`config.mk`:
```
export PLATFORM = sky130hd
export DESIGN_NAME = mbox_cmd_seq
export DESIGN_NICKNAME = d
export VERILOG_FILES = /design/src/rtl/mbox_pkg.sv /design/src/rtl/mbox_down_cnt.sv /design/src/rtl/mbox_port_mux.sv /design/src/rtl/mbox_cmd_seq.sv
export SDC_FILE = /design/constraint.sdc
export NUM_CORES = 1
export LEC_CHECK = 0
export ABC_AREA = 1
export BUFFER_PORTS_ARGS = -buffer_cell sky130_fd_sc_hd__buf_2
export CORE_ASPECT_RATIO = 0.6
export CORE_MARGIN = 5
export CORE_UTILIZATION = 61
export DETAILED_ROUTE_END_ITERATION = 10
export PLACE_DENSITY = 0.85
export SLEW_MARGIN = 5
export SYNTH_ARGS = -nofsm -noshare
export SYNTH_HDL_FRONTEND = slang
export SYNTH_SLANG_ARGS = --single-unit
```
`constraint.sdc`:
```
create_clock -name clk -period 3.1 [get_ports clk]
set_input_delay 0.31 -clock clk [delete_from_list [all_inputs] [get_ports clk]]
set_output_delay 0.31 -clock clk [all_outputs]
set_load 0.05 [all_outputs]
```
`src/rtl/mbox_pkg.sv`:
```
package mbox_pkg;
   typedef enum logic [3:0] {
      ST_IDLE,
      ST_CLR,
      ST_PLO,
      ST_PHI,
      ST_CMD,
      ST_BELL,
      ST_RD,
      ST_CHK,
      ST_GAP,
      ST_HOLD
   } mbox_state_e;
endpackage

```
`src/rtl/mbox_down_cnt.sv`:
```
module mbox_down_cnt #(
   parameter int W = 8
) (
   input  logic         clk,
   input  logic         rst_n,
   input  logic         load,
   input  logic [W-1:0] load_val,
   input  logic         en,
   output logic [W-1:0] count,
   output logic         zero
);
   generate
      if (W < 1) begin : g_bad_width
         $error("mbox_down_cnt: W must be at least 1");
      end
   endgenerate

   always_ff @(posedge clk or negedge rst_n) begin
      if (!rst_n) begin
         count <= '0;
      end else if (load) begin
         count <= load_val;
      end else if (en && (count != '0)) begin
         count <= count - 1'b1;
      end
   end

   assign zero = (count == '0);
endmodule

```
`src/rtl/mbox_port_mux.sv`:
```
module mbox_port_mux import mbox_pkg::*; #(
   parameter int AW          = 8,
   parameter int STATUS_ADDR = 16,
   parameter int CMD_ADDR    = 17,
   parameter int PARAM_ADDR  = 18
) (
   input  logic          clk,
   input  logic          rst_n,
   input  mbox_state_e   state,
   input  logic [15:0]   cmd_word,
   input  logic [31:0]   arg_word,
   output logic          we,
   output logic          re,
   output logic [AW-1:0] addr,
   output logic [15:0]   wdata,
   output logic          bell
);
   localparam logic [AW-1:0] A_STAT = AW'(STATUS_ADDR);
   localparam logic [AW-1:0] A_CMD  = AW'(CMD_ADDR);
   localparam logic [AW-1:0] A_ALO  = AW'(PARAM_ADDR);
   localparam logic [AW-1:0] A_AHI  = AW'(PARAM_ADDR + 1);

   always_comb begin
      we    = 1'b0;
      re    = 1'b0;
      addr  = A_STAT;
      wdata = '0;
      bell  = 1'b0;
      case (state)
         ST_CLR: begin
            we    = 1'b1;
            addr  = A_STAT;
            wdata = '0;
         end
         ST_PLO: begin
            we    = 1'b1;
            addr  = A_ALO;
            wdata = arg_word[15:0];
         end
         ST_PHI: begin
            we    = 1'b1;
            addr  = A_AHI;
            wdata = arg_word[31:16];
         end
         ST_CMD: begin
            we    = 1'b1;
            addr  = A_CMD;
            wdata = cmd_word;
         end
         ST_BELL: bell = 1'b1;
         ST_RD: begin
            re   = 1'b1;
            addr = A_STAT;
         end
         default: ;
      endcase
   end

   // a read never shares a cycle with a write
   assert_rw_exclusive_R3: assert property (@(posedge clk) disable iff (!rst_n)
      !(we && re));

   // the high argument half directly follows the low half
   assert_arg_halves_R2: assert property (@(posedge clk) disable iff (!rst_n)
      (we && addr == A_ALO) |=> (we && addr == A_AHI));
endmodule

```
`src/rtl/mbox_cmd_seq.sv`:
```
module mbox_cmd_seq import mbox_pkg::*; #(
   parameter int          AW             = 8,
   parameter int          STATUS_ADDR    = 16,
   parameter int          CMD_ADDR       = 17,
   parameter int          PARAM_ADDR     = 18,
   parameter int          MAX_POLLS      = 5000000,
   parameter int          POLL_GAP       = 5000,
   parameter int          HOLD_W         = 24,
   parameter logic [15:0] SUCCESS_CODE   = 16'h0001,
   parameter logic [15:0] RST_START_CODE = 16'h0008,
   parameter logic [15:0] RST_END_CODE   = 16'h0009
) (
   input  logic              clk,
   input  logic              rst_n,
   input  logic              req_valid,
   input  logic              req_bus_reset,
   input  logic [15:0]       req_cmd,
   input  logic [31:0]       req_param,
   input  logic [HOLD_W-1:0] req_hold,
   output logic              busy,
   output logic              done,
   output logic [15:0]       done_status,
   output logic              done_timeout,
   output logic              done_fail,
   output logic              ram_we,
   output logic              ram_re,
   output logic [AW-1:0]     ram_addr,
   output logic [15:0]       ram_wdata,
   input  logic [15:0]       ram_rdata,
   output logic              doorbell
);
   localparam int GAP_W = (POLL_GAP  > 1) ? $clog2(POLL_GAP + 1)  : 1;
   localparam int TRY_W = (MAX_POLLS > 1) ? $clog2(MAX_POLLS + 1) : 1;
   localparam logic [AW-1:0] A_STAT = AW'(STATUS_ADDR);
   localparam logic [AW-1:0] A_CMD  = AW'(CMD_ADDR);
   localparam logic [AW-1:0] A_ALO  = AW'(PARAM_ADDR);

   generate
      if (MAX_POLLS < 1) begin : g_bad_polls
         $error("mbox_cmd_seq: MAX_POLLS must be at least 1");
      end
      if (POLL_GAP < 1) begin : g_bad_gap
         $error("mbox_cmd_seq: POLL_GAP must be at least 1");
      end
      if (PARAM_ADDR + 1 >= (1 << AW) || STATUS_ADDR >= (1 << AW) || CMD_ADDR >= (1 << AW)) begin : g_bad_addr
         $error("mbox_cmd_seq: mailbox address outside the RAM");
      end
      if (STATUS_ADDR == CMD_ADDR || STATUS_ADDR == PARAM_ADDR || STATUS_ADDR == PARAM_ADDR + 1 ||
          CMD_ADDR == PARAM_ADDR || CMD_ADDR == PARAM_ADDR + 1) begin : g_bad_overlap
         $error("mbox_cmd_seq: mailbox words overlap");
      end
      if (SUCCESS_CODE == 16'h0000) begin : g_bad_success
         $error("mbox_cmd_seq: success code must be non-zero");
      end
   endgenerate

   mbox_state_e       state;
   logic [15:0]       cmd_q;
   logic [31:0]       arg_q;
   logic [HOLD_W-1:0] hold_q;
   logic              rst_mode_q;
   logic              phase2_q;

   logic              st_zero;
   logic              gap_load, gap_en, gap_zero;
   logic              try_load, try_en, try_zero;
   logic              hold_load, hold_en, hold_zero;
   logic              chain_go;
   logic [GAP_W-1:0]  gap_count;
   logic [TRY_W-1:0]  try_count;
   logic [HOLD_W-1:0] hold_count;

   assign st_zero   = (ram_rdata == 16'h0000);
   assign chain_go  = rst_mode_q && !phase2_q && (ram_rdata == SUCCESS_CODE);
   assign gap_load  = (state == ST_CHK) && st_zero && !try_zero;
   assign gap_en    = (state == ST_GAP);
   assign try_load  = (state == ST_BELL);
   assign try_en    = (state == ST_CHK) && st_zero;
   assign hold_load = (state == ST_CHK) && !st_zero && chain_go;
   assign hold_en   = (state == ST_HOLD);
   assign busy      = (state != ST_IDLE);

   mbox_down_cnt #(.W(GAP_W)) u_gap (
      .clk(clk), .rst_n(rst_n), .load(gap_load), .load_val(GAP_W'(POLL_GAP - 1)),
      .en(gap_en), .count(gap_count), .zero(gap_zero));

   mbox_down_cnt #(.W(TRY_W)) u_try (
      .clk(clk), .rst_n(rst_n), .load(try_load), .load_val(TRY_W'(MAX_POLLS - 1)),
      .en(try_en), .count(try_count), .zero(try_zero));

   mbox_down_cnt #(.W(HOLD_W)) u_hold (
      .clk(clk), .rst_n(rst_n), .load(hold_load), .load_val(hold_q),
      .en(hold_en), .count(hold_count), .zero(hold_zero));

   mbox_port_mux #(
      .AW(AW), .STATUS_ADDR(STATUS_ADDR), .CMD_ADDR(CMD_ADDR), .PARAM_ADDR(PARAM_ADDR)
   ) u_mux (
      .clk(clk), .rst_n(rst_n), .state(state), .cmd_word(cmd_q), .arg_word(arg_q),
      .we(ram_we), .re(ram_re), .addr(ram_addr), .wdata(ram_wdata), .bell(doorbell));

   always_ff @(posedge clk or negedge rst_n) begin
      if (!rst_n) begin
         state        <= ST_IDLE;
         cmd_q        <= '0;
         arg_q        <= '0;
         hold_q       <= '0;
         rst_mode_q   <= 1'b0;
         phase2_q     <= 1'b0;
         done         <= 1'b0;
         done_status  <= '0;
         done_timeout <= 1'b0;
         done_fail    <= 1'b0;
      end else begin
         done <= 1'b0;
         case (state)
            ST_IDLE: begin
               if (req_valid) begin
                  rst_mode_q <= req_bus_reset;
                  phase2_q   <= 1'b0;
                  hold_q     <= req_hold;
                  cmd_q      <= req_bus_reset ? RST_START_CODE : req_cmd;
                  arg_q      <= req_bus_reset ? 32'h0 : req_param;
                  state      <= ST_CLR;
               end
            end
            ST_CLR:  state <= ST_PLO;
            ST_PLO:  state <= ST_PHI;
            ST_PHI:  state <= ST_CMD;
            ST_CMD:  state <= ST_BELL;
            ST_BELL: state <= ST_RD;
            ST_RD:   state <= ST_CHK;
            ST_CHK: begin
               if (!st_zero) begin
                  if (chain_go) begin
                     cmd_q    <= RST_END_CODE;
                     phase2_q <= 1'b1;
                     state    <= ST_HOLD;
                  end else begin
                     done         <= 1'b1;
                     done_status  <= ram_rdata;
                     done_timeout <= 1'b0;
                     done_fail    <= (ram_rdata != SUCCESS_CODE);
                     state        <= ST_IDLE;
                  end
               end else if (try_zero) begin
                  done         <= 1'b1;
                  done_status  <= 16'h0000;
                  done_timeout <= 1'b1;
                  done_fail    <= 1'b1;
                  state        <= ST_IDLE;
               end else begin
                  state <= ST_GAP;
               end
            end
            ST_GAP:  if (gap_zero)  state <= ST_RD;
            ST_HOLD: if (hold_zero) state <= ST_CLR;
            default: state <= ST_IDLE;
         endcase
      end
   end

   // the doorbell comes only right after the command word is stored
   assert_bell_after_cmd_R2: assert property (@(posedge clk) disable iff (!rst_n)
      doorbell |-> $past(ram_we && ram_addr == A_CMD));

   // the argument is written only right after the status word was zeroed
   assert_clear_before_arg_R2: assert property (@(posedge clk) disable iff (!rst_n)
      (ram_we && ram_addr == A_ALO) |-> $past(ram_we && ram_addr == A_STAT && ram_wdata == 16'h0000));

   // the first status read follows the doorbell
   assert_read_after_bell_R3: assert property (@(posedge clk) disable iff (!rst_n)
      doorbell |=> (ram_re && ram_addr == A_STAT));

   // a timeout reports a zero status and a failure
   assert_timeout_report_R4: assert property (@(posedge clk) disable iff (!rst_n)
      (done && done_timeout) |-> (done_status == 16'h0000 && done_fail));

   // completion is a single-cycle pulse
   assert_done_pulse_R5: assert property (@(posedge clk) disable iff (!rst_n)
      done |=> !done);

   // a busy sequencer issues no doorbell in the cycle after completing
   assert_done_idle_R6: assert property (@(posedge clk) disable iff (!rst_n)
      done |-> !doorbell && !ram_re);
endmodule

```
* Word-level counts from Yosys, hierarchy flattened
Index checks and enable logic that the tools add are counted.
** Cells by class
- Bitwise operators :: 0
- Divide/modulo/power cells :: 0
- Equal/unequal tests :: 18
- Add/subtract/negate cells :: 3
- $mul :: 0
- Magnitude comparators :: 0
- Reductions and logical operators :: 30
- Multiplexer cells :: 40
- Shift-type cells :: 0
** Operators by type and width (count)
- $mux 16 :: 7
- $mux 24 :: 2
- $pmux 16 s3 :: 1
- $mux 23 :: 2
- $pmux 4 s10 :: 1
- $mux 32 :: 1
- $pmux 16 s2 :: 1
- $mux 13 :: 2
- $logic_not 24->1 :: 1
- $mux 4 :: 6
- $reduce_bool 24->1 :: 1
- $sub 24x1->24 const B :: 1
- $logic_not 23->1 :: 1
- $reduce_bool 23->1 :: 1
- $sub 23x1->23 const B :: 1
- $eq 16x1->1 const B :: 1
- $eq 4x3->1 const B :: 4
- $logic_not 16->1 :: 1
- $ne 16x1->1 const B :: 1
- $mux 1 :: 15
- $logic_not 13->1 :: 1
- $reduce_bool 13->1 :: 1
- $sub 13x1->13 const B :: 1
- $ne 2x2->1 const B :: 6
- 15 further kinds :: 31
** Storage, ports and cells
- Memory bits (read-only) :: 0
- Latch bits :: 0
- Register bits after elaboration :: 157
- Bits in writable memories :: 0
- Output and inout bits :: 47
- Bits of input ports :: 92
- Memories kept :: 0

* Longest topological paths before layout
- Depth in word-level cells :: 6
- Gate-level depth with buffers :: 11
- Gate-level depth less buffers :: 10

* Hierarchy
Synthesis repeated with hierarchy kept, for this count alone.
** Second synthesis, totals
- Cell total of the unflattened synthesis :: 1180
- Area total of the unflattened synthesis :: 9118.7 um2
** By module, submodules not included
- mbox_cmd_seq :: times used 1, cells an instance 380, area each 3963.8 um2
- mbox_down_cnt at u_hold :: times used 1, cells an instance 289, area each 1846.8 um2
- mbox_down_cnt at u_try :: times used 1, cells an instance 263, area each 1732.9 um2
- mbox_down_cnt at u_gap :: times used 1, cells an instance 152, area each 1011.0 um2
- mbox_port_mux :: times used 1, cells an instance 96, area each 564.3 um2

* Worst setup path before layout
OpenSTA, ideal clock, no wires.
- Path type :: reg-to-output
- Start point :: reg state[0]
- End point :: out ram_wdata[0]
- Data arrival time :: 1844 ps
- Setup slack :: 946 ps
- Stages on the path, launching flop included :: 6
- Buffers on the path :: 0
- Required time :: 2790 ps
- Path through :: dfrtp_1 -> nor2_1 -> inv_1 -> nor2_1 -> inv_1 -> o211ai_1
** Between the ends
- Word-level cells in the longest chain between the ends :: 2
- Elaborated cells between the ends (all ways) :: 4
** Ends and longest elaborated chain
- from (decl) :: line mbox_cmd_seq.sv:57 : mbox_state_e state;
- from (signal assigned) :: line mbox_cmd_seq.sv:103 : state <= ST_IDLE;
- from (signal assigned) :: line mbox_cmd_seq.sv:123 : state <= ST_CLR;
- from (signal assigned) :: line mbox_cmd_seq.sv:126 : ST_CLR: state <= ST_PLO;
- $eq 4x3->1 / $eq 4x2->1 (equally long branches) :: line mbox_port_mux.sv:29 : case (state)
- $pmux 16 s3 (*) :: line mbox_port_mux.sv:29
- to (decl) :: line mbox_cmd_seq.sv:28 : output logic [15:0] ram_wdata,
Every way passes the cells marked *; elsewhere a longest branch is shown, timed or not.

* Final worst setup path
- Start point :: reg state[0]
- End point :: out ram_wdata[14]
The elaborated chain is that of the path after synthesis.

==> results.json <==
{
  "coreArea_um2": 13600,
  "cts_max_path_buffers": 2,
  "grt-ovfl-total": 0,
  "drc_errors": 0,
  "p_leak_uw": 0.00537,
  "layout_common_cells": "nand2_1 (367), dfrtp_1 (157), nor2_1 (133)",
  "layout_commonest_cell": "nand2_1",
  "ant_nets": 0,
  "synth_cells": 1093,
  "p_sw_uw": 1020,
  "diodes": 0,
  "port_buffers": 132,
  "final-setup-viol-count": 0,
  "max_freq_mhz": 376,
  "die_area_um2": 16400,
  "antenna_found_initial": 0,
  "hp-class": "input port to flip-flop",
  "clk_pin_slew_ns": 0.07,
  "cts_buffers": 17,
  "grt_pass1_wl_um": 36800,
  "total_power_uw": 4510,
  "pwr-share-comb_pct": 3.3,
  "syn_area_per_cell_um2": 7.76,
  "swShare_pct": 22.6,
  "drt_pass1_iterations": 6,
  "post_cts_resized": 0,
  "cts_sinks": 157,
  "htreeDepth": 4,
  "end_kind": "primary output",
  "grt_use_total_pct": 27.9,
  "tritoncts": "done",
  "finalWeightedCongestion": 0.990,
  "cts_root_buffer": "clkbuf_16",
  "fp.dieH_um": 101,
  "nets": 1311,
  "power_density_nw_per_um2": 456,
  "synth_cell_types": 37,
  "fin_crit_sh_pct": 85.8,
  "grt_pass1_vias": 7394,
  "wl_per_cell_um": 16.0,
  "syn2layout_area_growth_pct": 16.6,
  "critical_path_class": "flip-flop to primary output",
  "ys_ff_latch": 157,
  "grt_max_degree": 71,
  "vias_per_cell": 5.69,
  "cts_setup_buffers": 0,
  "num_vias": 7975,
  "outcome": "complete, no violations",
  "slew_violations": 0,
  "clock_power_share_pct": 51.1,
  "fin_skew_ns": 0.0122,
  "max_slew.worst_pin.slew_ns": 1.16,
  "postRouteWirelength_um": 22500,
  "hpwl_um": 16000,
  "fin_setup_tns_ns": 0,
  "clkLatencyLatePin_ns": 0.44,
  "drive_gt1_share_pct": 18.3,
  "slew-limit-headroom_pct": 23.0,
  "arrival_ns": 2.35,
  "die_w_um": 162,
  "start_util_pct": 62.2,
  "crit_fanout": 11,
  "rows": 33,
  "cts_hold_buf": 1,
  "seq_power_share_pct": 45.7,
  "drv_cap": 0,
  "synthesis.area_um2": 8480,
  "intPower_uw": 3490,
  "finalHoldViolations": 0,
  "grt_setup_unrepaired": "no",
  "seq_area_frac_synth_pct": 46.3,
  "worst_ir_drop_vdd_mv": 0.296,
  "design.portCount": 139,
  "cp.required_ns": 2.79,
  "post-route-min-period_ns": 2.66,
  "ys_warn_count": 0,
  "drtIter0Drc": 1071,
  "cp-start-kind": "flip-flop"
}
[logic make-up (layout without fill, tap and decap cells)]
group                      after synthesis  after routing  share of synthesized area, %
other                                    2              6                        0.0886
buffers and inverters                  122            252                          6.52
adders and majority gates                5              5                         0.738
muxes                                   18             18                          2.39
DFF                                    157            157                          46.3
and+or+nand+nor                        706            706                          36.5
xor gates and xnor gates                20             20                          2.07
AOI/OAI and AO/OA                       63             63                          5.39
[metrics by stage]
stage                     hold WS, ns  util (%)  setup slack (ns)  std cells  area (µm²)
after CTS                      0.0740      72.5             0.464       1402        9880
final                          0.0857      72.5             0.441       1402        9880
after detailed placement        0.282      67.7             0.871       1369        9230
after global routing           0.0824      72.5             0.264       1402        9880
after global placement          0.277      67.7             0.956       1369        9230
after floorplan                0.0144         -             0.946       1097        8490
[power groups by stage]
stage                     Sequential (µW)  Combinational [µW]  Clock, µW
after floorplan                      2100                40.1          0
after global placement               2100                 144          0
after detailed placement             2100                 146          0
after CTS                            2060                 149       2320
after global routing                 2060                 168       2420
final                                2060                 147       2300
[registers in the layout, indices dropped and copies added (netlist names), 4 cells and up]
signal / count
arg_q: 32
hold_q: 24
u_hold.count: 24
u_try.count: 23
cmd_q: 16
done_status: 16
u_gap.count: 13
state: 4
[per-layer routing]
| layer | up-vias | track usage [%] | wire length [µm] |
|---|---|---|---|
| met1 | 3754 | 42.3 | 10300 |
| met3 | 33 | 4.68 | 2080 |
| met5 | - | 0 | 0 |
| met2 | 398 | 42.0 | 9780 |
| met4 | 0 | 7.73 | 275 |
| li1 | 3790 | - | - |
[synth_stat cells, drive strengths merged]
library cell / count / area, µm²
a21o: 1 / 7.51
a21oi: 15 / 78.8
a22o: 32 / 280
a31o: 1 / 8.76
a31oi: 1 / 6.26
buf: 41 / 249
clkbuf: 6 / 22.5
clkinv: 1 / 3.75
conb: 2 / 7.51
dfrtp: 157 / 3930
ha: 5 / 62.6
inv: 74 / 278
mux2: 18 / 203
nand2: 373 / 1430
nand3: 121 / 623
nand3b: 20 / 150
nand4: 42 / 263
nor2: 147 / 604
nor3b: 1 / 7.51
o211ai: 2 / 15.0
o21ai: 9 / 45.0
o21bai: 2 / 15.0
or2: 2 / 12.5
xnor2: 6 / 52.6
xor2: 14 / 123
[critical path: stages (launching register included)]
cell and delay (ns):
dfrtp_1 0.46, nor2_1 0.25, inv_1 0.13, nor2_1 0.38
buf_4 0.27, nand2_1 0.07, nand3_1 0.08, buf_2 0.27
[path summary, 6_finish.rpt]
check                                       startpoint                           end  slack (ns)  cells after the start
min                                      req_param[31]         arg_q[31]$_DFFE_PN0P_        0.09                      2
max in group asynchronous                        rst_n   u_try.count[22]$_DFFE_PN0P_        1.86                      3
max reg2reg                u_hold.count[8]$_DFFE_PN0P_  u_hold.count[23]$_DFFE_PN0P_        0.74                      8
max                               state[0]$_DFFE_PN0P_                 ram_wdata[14]        0.44                      7
min reg2reg                done_status[13]$_DFFE_PN0P_   done_status[13]$_DFFE_PN0P_        0.47                      2
min in group asynchronous                        rst_n  u_hold.count[15]$_DFFE_PN0P_        0.38                      2
[area by class of cell]
| cell class | count | area [µm²] |
|---|---|---|
| Timing Repair Buffer | 145 | 792 |
| Clock buffer | 17 | 425 |
| Tap cell | 175 | 219 |
| Fill cell | 1042 | 3740 |
| Clock inverter | 15 | 220 |
| Multi-Input combinational cell | 818 | 4020 |
| Inverter | 75 | 282 |
| Sequential cell | 157 | 3930 |
Note: power is estimated with default switching activity, not from simulation.
